### config.mk
export PLATFORM = sky130hd
export DESIGN_NAME = branch_trace_gen
export DESIGN_NICKNAME = d
export VERILOG_FILES = /design/src/rtl/btm_pkg.sv /design/src/rtl/btm_ctrl.sv /design/src/rtl/btm_fifo.sv /design/src/rtl/branch_trace_gen.sv
export SDC_FILE = /design/constraint.sdc
export NUM_CORES = 2
export LEC_CHECK = 0
export ABC_AREA = 1
export ABC_CLOCK_PERIOD_IN_PS = 4000
export BUFFER_PORTS_ARGS = -buffer_cell sky130_fd_sc_hd__buf_2
export CORE_MARGIN = 2
export CORE_UTILIZATION = 40
export DETAILED_ROUTE_END_ITERATION = 16
export MAX_ROUTING_LAYER = met4
export PLACE_DENSITY = 0.62
export SLEW_MARGIN = 20
export SYNTH_ARGS = -nofsm -noshare
export SYNTH_HDL_FRONTEND = slang
export SYNTH_SLANG_ARGS = --single-unit
### constraint.sdc
create_clock -name clk -period 4 [get_ports clk]
set_clock_uncertainty 0.2 [all_clocks]
set_input_delay 0.2 -clock clk [delete_from_list [all_inputs] [get_ports clk]]
set_output_delay 0.2 -clock clk [all_outputs]
set_load 0.05 [all_outputs]
### src/rtl/btm_pkg.sv
package btm_pkg;

  typedef enum logic [2:0] {
    RK_SEQ       = 3'd0,
    RK_DIR_TAKEN = 3'd1,
    RK_DIR_NOT   = 3'd2,
    RK_INDIRECT  = 3'd3,
    RK_EXCEPT    = 3'd4
  } retKind_e;

  typedef enum logic [2:0] {
    MT_BRANCH  = 3'd0,
    MT_EXCEPT  = 3'd1,
    MT_HIST    = 3'd2,
    MT_RESYNC  = 3'd3,
    MT_TRIGGER = 3'd4
  } msgType_e;

  // strobes from control to the message queue
  typedef struct packed {
    logic     pushIns;
    msgType_e insType;
    logic     pushTrig;
  } ctlStrobe_t;

endpackage

### src/rtl/btm_ctrl.sv
module btm_ctrl
  import btm_pkg::*;
#(
  parameter int CNT_W  = 6,
  parameter int HIST_W = 8,
  parameter int DEPTH  = 16,
  parameter int WP_N   = 4,
  localparam int WP_W  = (WP_N > 1) ? $clog2(WP_N) : 1,
  localparam int OCC_W = $clog2(DEPTH + 1)
) (
  input  logic              clk,
  input  logic              rstN,
  input  logic              retValid,
  input  logic [2:0]        retKind,
  input  logic              histMode,
  input  logic              trigIn,
  input  logic [WP_N-1:0]   wpHit,
  input  logic              startOnWp,
  input  logic [WP_W-1:0]   startWp,
  input  logic              stopOnWp,
  input  logic [WP_W-1:0]   stopWp,
  input  logic              stallEn,
  input  logic [OCC_W-1:0]  hwm,
  input  logic [OCC_W-1:0]  occ,
  output ctlStrobe_t        strobe,
  output logic [CNT_W-1:0]  insCnt,
  output logic [HIST_W-1:0] insHist,
  output logic              stallReq
);

  localparam logic [CNT_W-1:0]  CNT_MAX    = '1;
  localparam logic [HIST_W-1:0] HIST_EMPTY = {{(HIST_W-1){1'b0}}, 1'b1};
  localparam logic [OCC_W-1:0]  HALF_OCC   = OCC_W'(DEPTH / 2);

  logic              traceOn, traceDone;
  logic [CNT_W-1:0]  icnt, icntNext, cntInc;
  logic [HIST_W-1:0] hist, histNext, histShift;
  retKind_e          kind;
  logic              isDirect, emit;
  msgType_e          emitType;

  // capture window
  always_ff @(posedge clk) begin
    if (!rstN) begin
      traceOn   <= 1'b0;
      traceDone <= 1'b0;
    end else if (traceOn) begin
      if (stopOnWp && wpHit[stopWp]) begin
        traceOn   <= 1'b0;
        traceDone <= 1'b1;
      end
    end else if (!traceDone && (!startOnWp || wpHit[startWp])) begin
      traceOn <= 1'b1;
    end
  end

  // message decision for the retired instruction
  always_comb begin
    kind      = retKind_e'(retKind);
    isDirect  = (kind == RK_DIR_TAKEN) || (kind == RK_DIR_NOT);
    cntInc    = icnt + 1'b1;
    histShift = {hist[HIST_W-2:0], kind == RK_DIR_TAKEN};
    emit      = 1'b0;
    emitType  = MT_BRANCH;
    insCnt    = icnt;
    insHist   = hist;
    icntNext  = icnt;
    histNext  = hist;
    if (!traceOn) begin
      icntNext = '0;
      histNext = HIST_EMPTY;
    end else if (retValid) begin
      if (kind == RK_EXCEPT) begin
        emit     = 1'b1;
        emitType = MT_EXCEPT;
      end else if (kind == RK_INDIRECT) begin
        emit     = 1'b1;
        emitType = histMode ? MT_HIST : MT_BRANCH;
      end else if (!histMode && kind == RK_DIR_TAKEN) begin
        emit     = 1'b1;
      end else begin
        insCnt   = cntInc;
        icntNext = cntInc;
        if (histMode && isDirect) begin
          insHist  = histShift;
          histNext = histShift;
        end
        if (cntInc == CNT_MAX) begin
          emit     = 1'b1;
          emitType = MT_RESYNC;
        end else if (histMode && isDirect && histShift[HIST_W-1]) begin
          emit     = 1'b1;
          emitType = MT_HIST;
        end
      end
      if (emit) begin
        icntNext = '0;
        histNext = HIST_EMPTY;
      end
    end
  end

  always_ff @(posedge clk) begin
    if (!rstN) begin
      icnt <= '0;
      hist <= HIST_EMPTY;
    end else begin
      icnt <= icntNext;
      hist <= histNext;
    end
  end

  assign strobe.pushIns  = emit;
  assign strobe.insType  = emitType;
  assign strobe.pushTrig = traceOn && trigIn;

  // stall request with hysteresis
  always_ff @(posedge clk) begin
    if (!rstN || !stallEn) stallReq <= 1'b0;
    else if (occ >= hwm) stallReq <= 1'b1;
    else if (occ <= HALF_OCC) stallReq <= 1'b0;
  end

  // count register never rests at its ceiling
  p_cnt_below_max_r6: assert property (@(posedge clk) disable iff (!rstN)
    icnt != CNT_MAX);

  // nothing is queued once the capture window has closed
  p_quiet_after_stop_r9: assert property (@(posedge clk) disable iff (!rstN)
    traceDone |-> (!strobe.pushIns && !strobe.pushTrig));

  // request rises only from a high occupancy
  p_stall_rise_r10: assert property (@(posedge clk) disable iff (!rstN)
    $rose(stallReq) |-> ($past(occ) >= $past(hwm)));

  // request drops only at half depth or when disabled
  p_stall_fall_r10: assert property (@(posedge clk) disable iff (!rstN)
    $fell(stallReq) |-> (($past(occ) <= HALF_OCC) || !$past(stallEn)));

endmodule

### src/rtl/btm_fifo.sv
module btm_fifo
  import btm_pkg::*;
#(
  parameter int ADDR_W = 32,
  parameter int CNT_W  = 6,
  parameter int HIST_W = 8,
  parameter int DEPTH  = 16,
  localparam int OCC_W = $clog2(DEPTH + 1),
  localparam int PTR_W = $clog2(DEPTH),
  localparam int ENT_W = 3 + CNT_W + HIST_W + ADDR_W
) (
  input  logic              clk,
  input  logic              rstN,
  input  ctlStrobe_t        strobe,
  input  logic [CNT_W-1:0]  insCnt,
  input  logic [HIST_W-1:0] insHist,
  input  logic [ADDR_W-1:0] insAddr,
  input  logic              msgReady,
  output logic              msgValid,
  output logic [2:0]        msgType,
  output logic [CNT_W-1:0]  msgCnt,
  output logic [HIST_W-1:0] msgHist,
  output logic [ADDR_W-1:0] msgAddr,
  output logic [OCC_W-1:0]  occ,
  output logic              ovf
);

  logic [ENT_W-1:0] mem [DEPTH];
  logic [PTR_W-1:0] wrPtr, rdPtr, wrPtrB;
  logic [OCC_W-1:0] count, free;
  logic             acceptA, acceptB, pop, drop, lost;
  msgType_e         typeA;
  logic [ENT_W-1:0] entA, entB;

  always_comb begin
    free    = OCC_W'(DEPTH) - count;
    acceptA = strobe.pushIns && (free != '0);
    acceptB = strobe.pushTrig && (acceptA ? (free >= OCC_W'(2)) : (free != '0));
    drop    = (strobe.pushIns && !acceptA) || (strobe.pushTrig && !acceptB);
    pop     = msgReady && (count != '0);
    typeA   = lost ? MT_RESYNC : strobe.insType;
    entA    = {typeA, insCnt, insHist, insAddr};
    entB    = {MT_TRIGGER, {CNT_W{1'b0}}, {HIST_W{1'b0}}, {ADDR_W{1'b0}}};
    wrPtrB  = wrPtr + PTR_W'(acceptA);
  end

  always_ff @(posedge clk) begin
    if (acceptA) mem[wrPtr] <= entA;
    if (acceptB) mem[wrPtrB] <= entB;
  end

  always_ff @(posedge clk) begin
    if (!rstN) begin
      wrPtr <= '0;
      rdPtr <= '0;
      count <= '0;
      lost  <= 1'b0;
      ovf   <= 1'b0;
    end else begin
      wrPtr <= wrPtr + PTR_W'(acceptA) + PTR_W'(acceptB);
      rdPtr <= rdPtr + PTR_W'(pop);
      count <= count + OCC_W'(acceptA) + OCC_W'(acceptB) - OCC_W'(pop);
      ovf   <= drop;
      if (drop) lost <= 1'b1;
      else if (acceptA) lost <= 1'b0;
    end
  end

  assign msgValid = (count != '0);
  assign {msgType, msgCnt, msgHist, msgAddr} = mem[rdPtr];
  assign occ = count;

  // a stalled head message stays put
  p_head_hold_r8: assert property (@(posedge clk) disable iff (!rstN)
    (msgValid && !msgReady) |=> (msgValid && $stable(msgType) && $stable(msgCnt)
                                 && $stable(msgHist) && $stable(msgAddr)));

  // occupancy bounded by depth
  p_occ_bound_r11: assert property (@(posedge clk) disable iff (!rstN)
    occ <= OCC_W'(DEPTH));

  // a loss is reported only after a nearly full queue
  p_ovf_cause_r11: assert property (@(posedge clk) disable iff (!rstN)
    ovf |-> ($past(occ) >= OCC_W'(DEPTH - 1)));

endmodule

### src/rtl/branch_trace_gen.sv
module branch_trace_gen
  import btm_pkg::*;
#(
  parameter int ADDR_W = 32,
  parameter int CNT_W  = 6,
  parameter int HIST_W = 8,
  parameter int DEPTH  = 16,
  parameter int WP_N   = 4,
  localparam int WP_W  = (WP_N > 1) ? $clog2(WP_N) : 1,
  localparam int OCC_W = $clog2(DEPTH + 1)
) (
  input  logic              clk,
  input  logic              rstN,
  input  logic              retValid,
  input  logic [2:0]        retKind,
  input  logic [ADDR_W-1:0] retAddr,
  input  logic              histMode,
  input  logic              trigIn,
  input  logic [WP_N-1:0]   wpHit,
  input  logic              startOnWp,
  input  logic [WP_W-1:0]   startWp,
  input  logic              stopOnWp,
  input  logic [WP_W-1:0]   stopWp,
  input  logic              stallEn,
  input  logic [OCC_W-1:0]  hwm,
  input  logic              msgReady,
  output logic              msgValid,
  output logic [2:0]        msgType,
  output logic [CNT_W-1:0]  msgCnt,
  output logic [HIST_W-1:0] msgHist,
  output logic [ADDR_W-1:0] msgAddr,
  output logic              stallReq,
  output logic              ovf
);

  ctlStrobe_t        strobe;
  logic [CNT_W-1:0]  insCnt;
  logic [HIST_W-1:0] insHist;
  logic [OCC_W-1:0]  occ;

  btm_ctrl #(.CNT_W(CNT_W), .HIST_W(HIST_W), .DEPTH(DEPTH), .WP_N(WP_N)) u_ctrl (
    .clk(clk), .rstN(rstN), .retValid(retValid), .retKind(retKind),
    .histMode(histMode), .trigIn(trigIn), .wpHit(wpHit),
    .startOnWp(startOnWp), .startWp(startWp), .stopOnWp(stopOnWp), .stopWp(stopWp),
    .stallEn(stallEn), .hwm(hwm), .occ(occ),
    .strobe(strobe), .insCnt(insCnt), .insHist(insHist), .stallReq(stallReq)
  );

  btm_fifo #(.ADDR_W(ADDR_W), .CNT_W(CNT_W), .HIST_W(HIST_W), .DEPTH(DEPTH)) u_fifo (
    .clk(clk), .rstN(rstN), .strobe(strobe), .insCnt(insCnt), .insHist(insHist),
    .insAddr(retAddr), .msgReady(msgReady), .msgValid(msgValid), .msgType(msgType),
    .msgCnt(msgCnt), .msgHist(msgHist), .msgAddr(msgAddr), .occ(occ), .ovf(ovf)
  );

endmodule

# Yosys cells after proc, flatten, opt, wreduce, memory -nomap -nowiden
# Memory sizes are Yosys's and may differ from the RTL's. A register that Yosys moved wholly into a read port is not among the register bits.
# Cells that the tools add are included.
dict set report totals {
  out_inout_bits 52
  reg_bits 32
  mem_bits_rw 784
  elab_cells 105
  input_bits 57
  memories 1
}
# name depth width rd rd_ports_with_merged_regs write_ports line_no
set mem_list {}
lappend mem_list {u_fifo.mem 16 49 1 1 2 btm_fifo.sv:28} ;# logic [ENT_W-1:0] mem [DEPTH];
dict set report classes {
  eq_ne 5
  n_reduce_logical 28
  muxes 48
  addsub 8
  n_lt_le_gt_ge 5
}
# operator count
set ops {}
lappend ops {{2-to-1 mux 8 bit} 7}
lappend ops {{2-to-1 mux 6 bit} 6}
lappend ops {{2-to-1 mux 1 bit} 23}
lappend ops {{2-to-1 mux 3 bit} 7}
lappend ops {{adder 4 x 1 -> 4 bit} 3}
lappend ops {{logical AND 1 bit} 11}
lappend ops {{adder 5 x 1 -> 5 bit} 2}
lappend ops {{nonzero test 5 bit} 2}
lappend ops {{logical NOT 1 bit} 7}
lappend ops {{adder 6 x 1 -> 6 bit, second input constant} 1}
lappend ops {{equality test 3 x 2 -> 1 bit, second input constant} 2}
lappend ops {{equality test 6 bit, second input constant} 1}
lappend ops {{less-than comparator 2 x 3 -> 1 bit, second input constant} 2}
lappend ops {{greater-or-equal comparator 5 x 2 -> 1 bit, second input constant} 1}
lappend ops {{greater-or-equal comparator 5 bit} 1}
lappend ops {{less-or-equal comparator 5 x 4 -> 1 bit, second input constant} 1}
lappend ops {{subtractor 5 x 1 -> 5 bit} 1}
lappend ops {{subtractor 5 bit, first input constant} 1}
lappend ops {{binary-select mux 1 bit (select 2 bit)} 2}
lappend ops {{logical OR 1 bit} 4}
lappend ops {{2-to-1 mux 2 bit} 2}
lappend ops {{2-to-1 mux 4 bit} 1}
lappend ops {{AND reduction 2 bit} 2}
lappend ops {{nonzero test 2 bit} 2}
lappend ops {{other kinds (2)} 2}

# Longest topological paths before layout
dict set report depth {
  word_depth 20
  ltp_mapped 25
  ltp_nobuf 20
}

# Cells and area by module
# From an unflattened synthesis, not the netlist that was laid out.
dict set report hier_totals {
  cells_unflattened 5987
  hier_area_um2 40242.3
}
# mod seq_area_each_um2 instances area_each_um2 cells_each
set modules_own_cells {}
lappend modules_own_cells {btm_fifo 15995.3 1 38677.1 5730}
lappend modules_own_cells {btm_ctrl 340.3 1 1565.3 257}

# Worst setup path before layout
# OpenSTA, ideal clock, no wires.
dict set report synth_timing {
  kind {register to register}
  from {reg u_fifo.count[1] (netlist: u_fifo.occ[1])}
  to {mem u_fifo.mem[1][28] (netlist name)}
  n_path_buf 4
  setup_ps 109
  period_less_slack_ps 3700
  t_arrival_ps 3391
  stages_incl_launch_ff 24
  t_required_ps 3691
  path_slack_ps 300
  cell_sequence {dfxtp_1 inv_1 ha_1 nand2_1 inv_1 ha_1 nand4_1 buf_2 nand3_4 buf_6 inv_1 ha_1 ha_1 or2_2 nand2_1 inv_1 nor2_1 inv_1 nor2_1 nand2_1 buf_2 buf_2 nand2_1 inv_1}
}
# item line_no
set synth_lines {}
lappend synth_lines {{start: declaration} btm_fifo.sv:30} ;# logic [OCC_W-1:0] count, free;
lappend synth_lines {{start signal: assignment} btm_fifo.sv:62} ;# count <= count + OCC_W'(acceptA) + OCC_W'(acceptB) - OCC_W'(pop);
lappend synth_lines {{end: declaration} btm_fifo.sv:28}

==> results.py <==
metrics = {
    "timing": {
        "timing.slew.headroom_pct": 29.05,
        "transition_time_at_the_pin_with_the_least_slew_margin_ns": 1.064,
        "max_clock_freq_ghz": 0.2717,
        "totalNegativeSetupSlack_ns": 0,
        "report.final.setup_viol": 0,
        "grt_setup_unrepaired": "yes",
        "final_hold_viol_count": 0,
        "fin_hold_ws_ns": 0.0001199,
        "time_the_final_worst_path_needs_with_i_o_delays_and_setup_ns": 3.680,
        "final_min_period_over_clock_period_pct": 92.01,
        "timing.final.max_slew_violations": 0,
    },
    "drt": {
        "dr.pass1.iters": 6,
        "drt_drc_violations_left": 0,
        "highest_layer": "met4",
        "ant_nets": 0,
        "detail_route.wirelength.met1_um": 57760,
        "route.detailed.vias_per_inst": 4.937,
        "routed_wl_um": 124600,
        "detail_route.iter0.violations": 3229,
        "met2RoutedLength_um": 56220,
        "dr_wl_met3_um": 7900,
        "detail_route.wl_per_cell_um": 16.61,
        "detailroute.via_count": 37044,
    },
    "critical_path": {
        "timing.critical_path.slowest_cell_delay_ns": 0.41,
        "worst-path-buf-inv": 8,
        "crit_type": "register to register",
        "critPathSlowestCell": "inv_2",
        "crit_required_ns": 4.35,
        "timing.critical_path.from": "u_fifo.occ[2]$_SDFF_PN0_",
        "regToRegStartpoint": "u_fifo.occ[2]$_SDFF_PN0_",
        "timing.critical_path.max_delay_family": "buffers and inverters",
        "worst_ep_arrival_time_ns": 4.03,
        "timing.reg2reg.worst_path_depth": 15,
        "timing.critical_path.depth": 15,
        "r2r-end": "u_fifo.mem[7][2]$_SDFFE_PP0P_",
        "critical_path_peak_fanout": 19,
        "setup.worst_path.end_class": "register",
        "startpoint_kind_of_the_worst_setup_timing_path": "register",
        "worstPathCellList": "inv_1 -> ha_1 -> nand2_1 -> inv_1 -> ha_1 -> nand4_1 -> buf_4 -> buf_4 -> nand3_4 -> buf_4 -> inv_2 -> nand2_4 -> buf_12 -> nand2_1 -> inv_1",
        "timing.critical_path.to": "u_fifo.mem[7][2]$_SDFFE_PP0P_",
        "timing.reg2reg.setup_slack_ns": 0.32,
    },
    "clocking": {
        "cts_tree": "yes",
        "insertion_delay_ns": 0.67,
        "cts.sink_count": 816,
        "ctsRootBufferMaster": "clkbuf_16",
        "cts_made_buffers": 92,
        "cts_max_path_buffers": 3,
        "clk_pin_slew_ns": 0.06,
        "cts.htree.levels": 3,
    },
    "pwr": {
        "cellPowerDensity_mw_per_mm2": 523.4,
        "power.share.sequential_pct": 36.9,
        "vdd_ir_drop_max_uv": 411.1,
        "design_power_total_mw": 23.92,
        "power.switching_fraction_pct": 34.69,
        "static-leakage-power_nw": 23.35,
        "p_comb_share_pct": 27.4,
        "cell_internal_pwr_mw": 15.62,
        "net_sw_power_mw": 8.298,
        "clock_power_share_pct": 35.8,
    },
    "global_routing": {
        "grt_util_all_layers_pct": 24.29,
        "grt_pass1_vias": 33635,
        "maximum_number_of_pins_on_one_net_before_global_route_repair": 133,
        "grt_first_pass_wirelength_um": 194100,
        "globalRouteOverflowTotal": 0,
        "antenna_violations_before_repair": 3,
    },
    "placed_design": {
        "postPlaceCellArea_mm2": 0.04221,
        "io_buffer_count": 108,
        "hpwl_after_dpl_um": 72670,
        "placedCellCount": 7291,
        "place_congestion": 0.8321,
    },
    "floorplan": {
        "standard_cell_rows": 116,
        "die_height_um": 322.6,
        "die_area_mm2": 0.1040,
        "initial_core_util_pct": 40.47,
        "design.core.area_mm2": 0.1003,
        "boundaryPins": 109,
        "die_width_um": 322.6,
    },
    "synth": {
        "ys_warn_count": 0,
        "yosys-top-cells-area": "dfxtp_1 (40%), nand2_1 (20%), o21ai_0 (10%)",
        "synthCells": 6162,
        "most_frequently_used_flop_master_after_synthesis": "dfxtp_1",
        "synth_area_leader_cell": "dfxtp_1",
        "synthDistinctLibCells": 36,
        "synth_top_cell_area_share_pct": 40.24,
        "synth-edff-count": 0,
        "synthMostInstantiatedCell": "nand2_1",
        "syn-num-nets": 6245,
        "synth-seq-cells": 816,
        "synth_seq_area_share_pct": 40.24,
        "syn_area_per_cell_um2": 6.588,
        "netlist_top_cells_count": "nand2_1 (2,117), inv_1 (1,083), o21ai_0 (822), dfxtp_1 (816), clkbuf_1 (285)",
        "synthesis.area_mm2": 0.04059,
        "postSynth.asyncResetShare_pct": 0,
    },
    "layout": {
        "postLayoutCellArea_mm2": 0.04570,
        "drive_above_1_share_pct": 6.688,
        "finish.net_count": 6151,
        "fillerInstances": 10223,
        "final-instance-count-excl-fill": 7503,
        "area_growth_syn_to_layout_pct": 12.59,
    },
    "outcome": {
        "outcome": "complete, no violations",
    },
    "flow_run": {
        "max-cap-violations": 0,
    },
    "worst_hold_path": {
        "hold_crit_path_type": "primary input to register",
    },
}
power groups by stage:
stage	sequential (mW)	clock [mW]	combinational [mW]
detailed placement	8.99	0	6.50
global route	8.86	9.05	7.20
finish	8.82	8.55	6.54
floorplan	8.85	0	4.83
CTS	8.81	8.70	6.56
global placement	8.98	0	6.46
area by class of cell:
class,instances,area [um^2],share of cell area (%)
inverter,1089,4094,8.958
antenna,1,2.502,0.005476
tap,1357,1698,3.715
multi-input combinational,3819,18360,40.17
timing repair buffer,250,2153,4.712
clock buffer,142,2761,6.042
sequential,816,16350,35.78
clock inverter,29,285.3,0.6242
state kept, by name (all words and copies together) (netlist names), 4 cells and up:
name / count
u_ctrl.icnt: 6
u_fifo.wrPtr: 4
u_fifo.rdPtr: 4
u_fifo.occ: 5
u_fifo.mem: 784
u_ctrl.hist: 8
kinds of logic (layout without fill, tap and decap cells):
logic type,count (synthesis),count (layout),share of synthesized area (%)
muxes,193,193,4.759
xor gates and xnor gates,7,7,0.1510
AOI/OAI and AO/OA,1283,1283,17.15
buffers and inverters,1527,1510,14.85
and+or+nand+nor,2310,2310,22.01
other,0,1,0
adders and majority gates,26,26,0.8384
DFF,816,816,40.24
cells in the final DEF, fill, tap and decap left out, drive strengths merged:
cell,count
clkbuf,142
nand2,2118
fa,2
o32ai,1
bufinv,4
clkinv,19
nand3,62
nor2,109
ha,24
buf,211
o221ai,2
clkinvlp,2
or2,1
o211ai,192
dfxtp,816
nor3,1
a21oi,230
o21a,15
a31oi,1
o21ai,839
inv,1093
diode,1
dlygate4sd3,39
o311ai,1
o21bai,2
nor3b,1
nand4,18
mux2i,193
xor2,5
xnor2,2
how the worst min path moves through the flow:
stage,start,endpoint,slack (ns),cells past startpoint
floorplan,stallEn,u_ctrl.stallReq$_SDFFE_PP0P_,0.13,2
global placement,u_fifo.mem[0][48]$_SDFFE_PP1P_,u_fifo.mem[0][48]$_SDFFE_PP1P_,0.23,2
detailed placement,u_fifo.mem[10][48]$_SDFFE_PP1P_,u_fifo.mem[10][48]$_SDFFE_PP1P_,0.24,2
CTS,retAddr[4],u_fifo.mem[12][4]$_SDFFE_PP0P_,0.002,5
global route,retAddr[4],u_fifo.mem[15][4]$_SDFFE_PP0P_,0.03,5
finish,retAddr[4],u_fifo.mem[15][4]$_SDFFE_PP0P_,0.0001,5
routing by layer:
metal	up-vias	global-route usage (%)
met5	-	-
met2	1100	38.44
li1	18755	-
met3	187	2.819
met1	17002	32.81
met4	0	6.449
timing repair:
item / CTS / global route
hold buffers: 39 / 0
setup endpoints to repair: 0 / 219
hold endpoints to repair: 351 / 0
resized for setup: 0 / 15
buffers inserted: 0 / 1
stage by stage:
stage | util [%] | setup WS, ns
finish | 45.57 | 0.3197
global route | 45.57 | -0.001840
CTS | 45.51 | 0.1952
detailed placement | 42.08 | 0.2165
global placement | 42.08 | 0.3670
floorplan | - | 0.3001
worst reg2reg max path, delay by kind of cell (launching register included):
family | cells | cell delay, ns
flip-flops | 1 | 0.40
buffers and inverters | 8 | 1.60
adder cells (fa/ha/maj) | 2 | 0.50
AND/OR/NAND/NOR | 5 | 0.87
(Power assumes the default switching activity.)
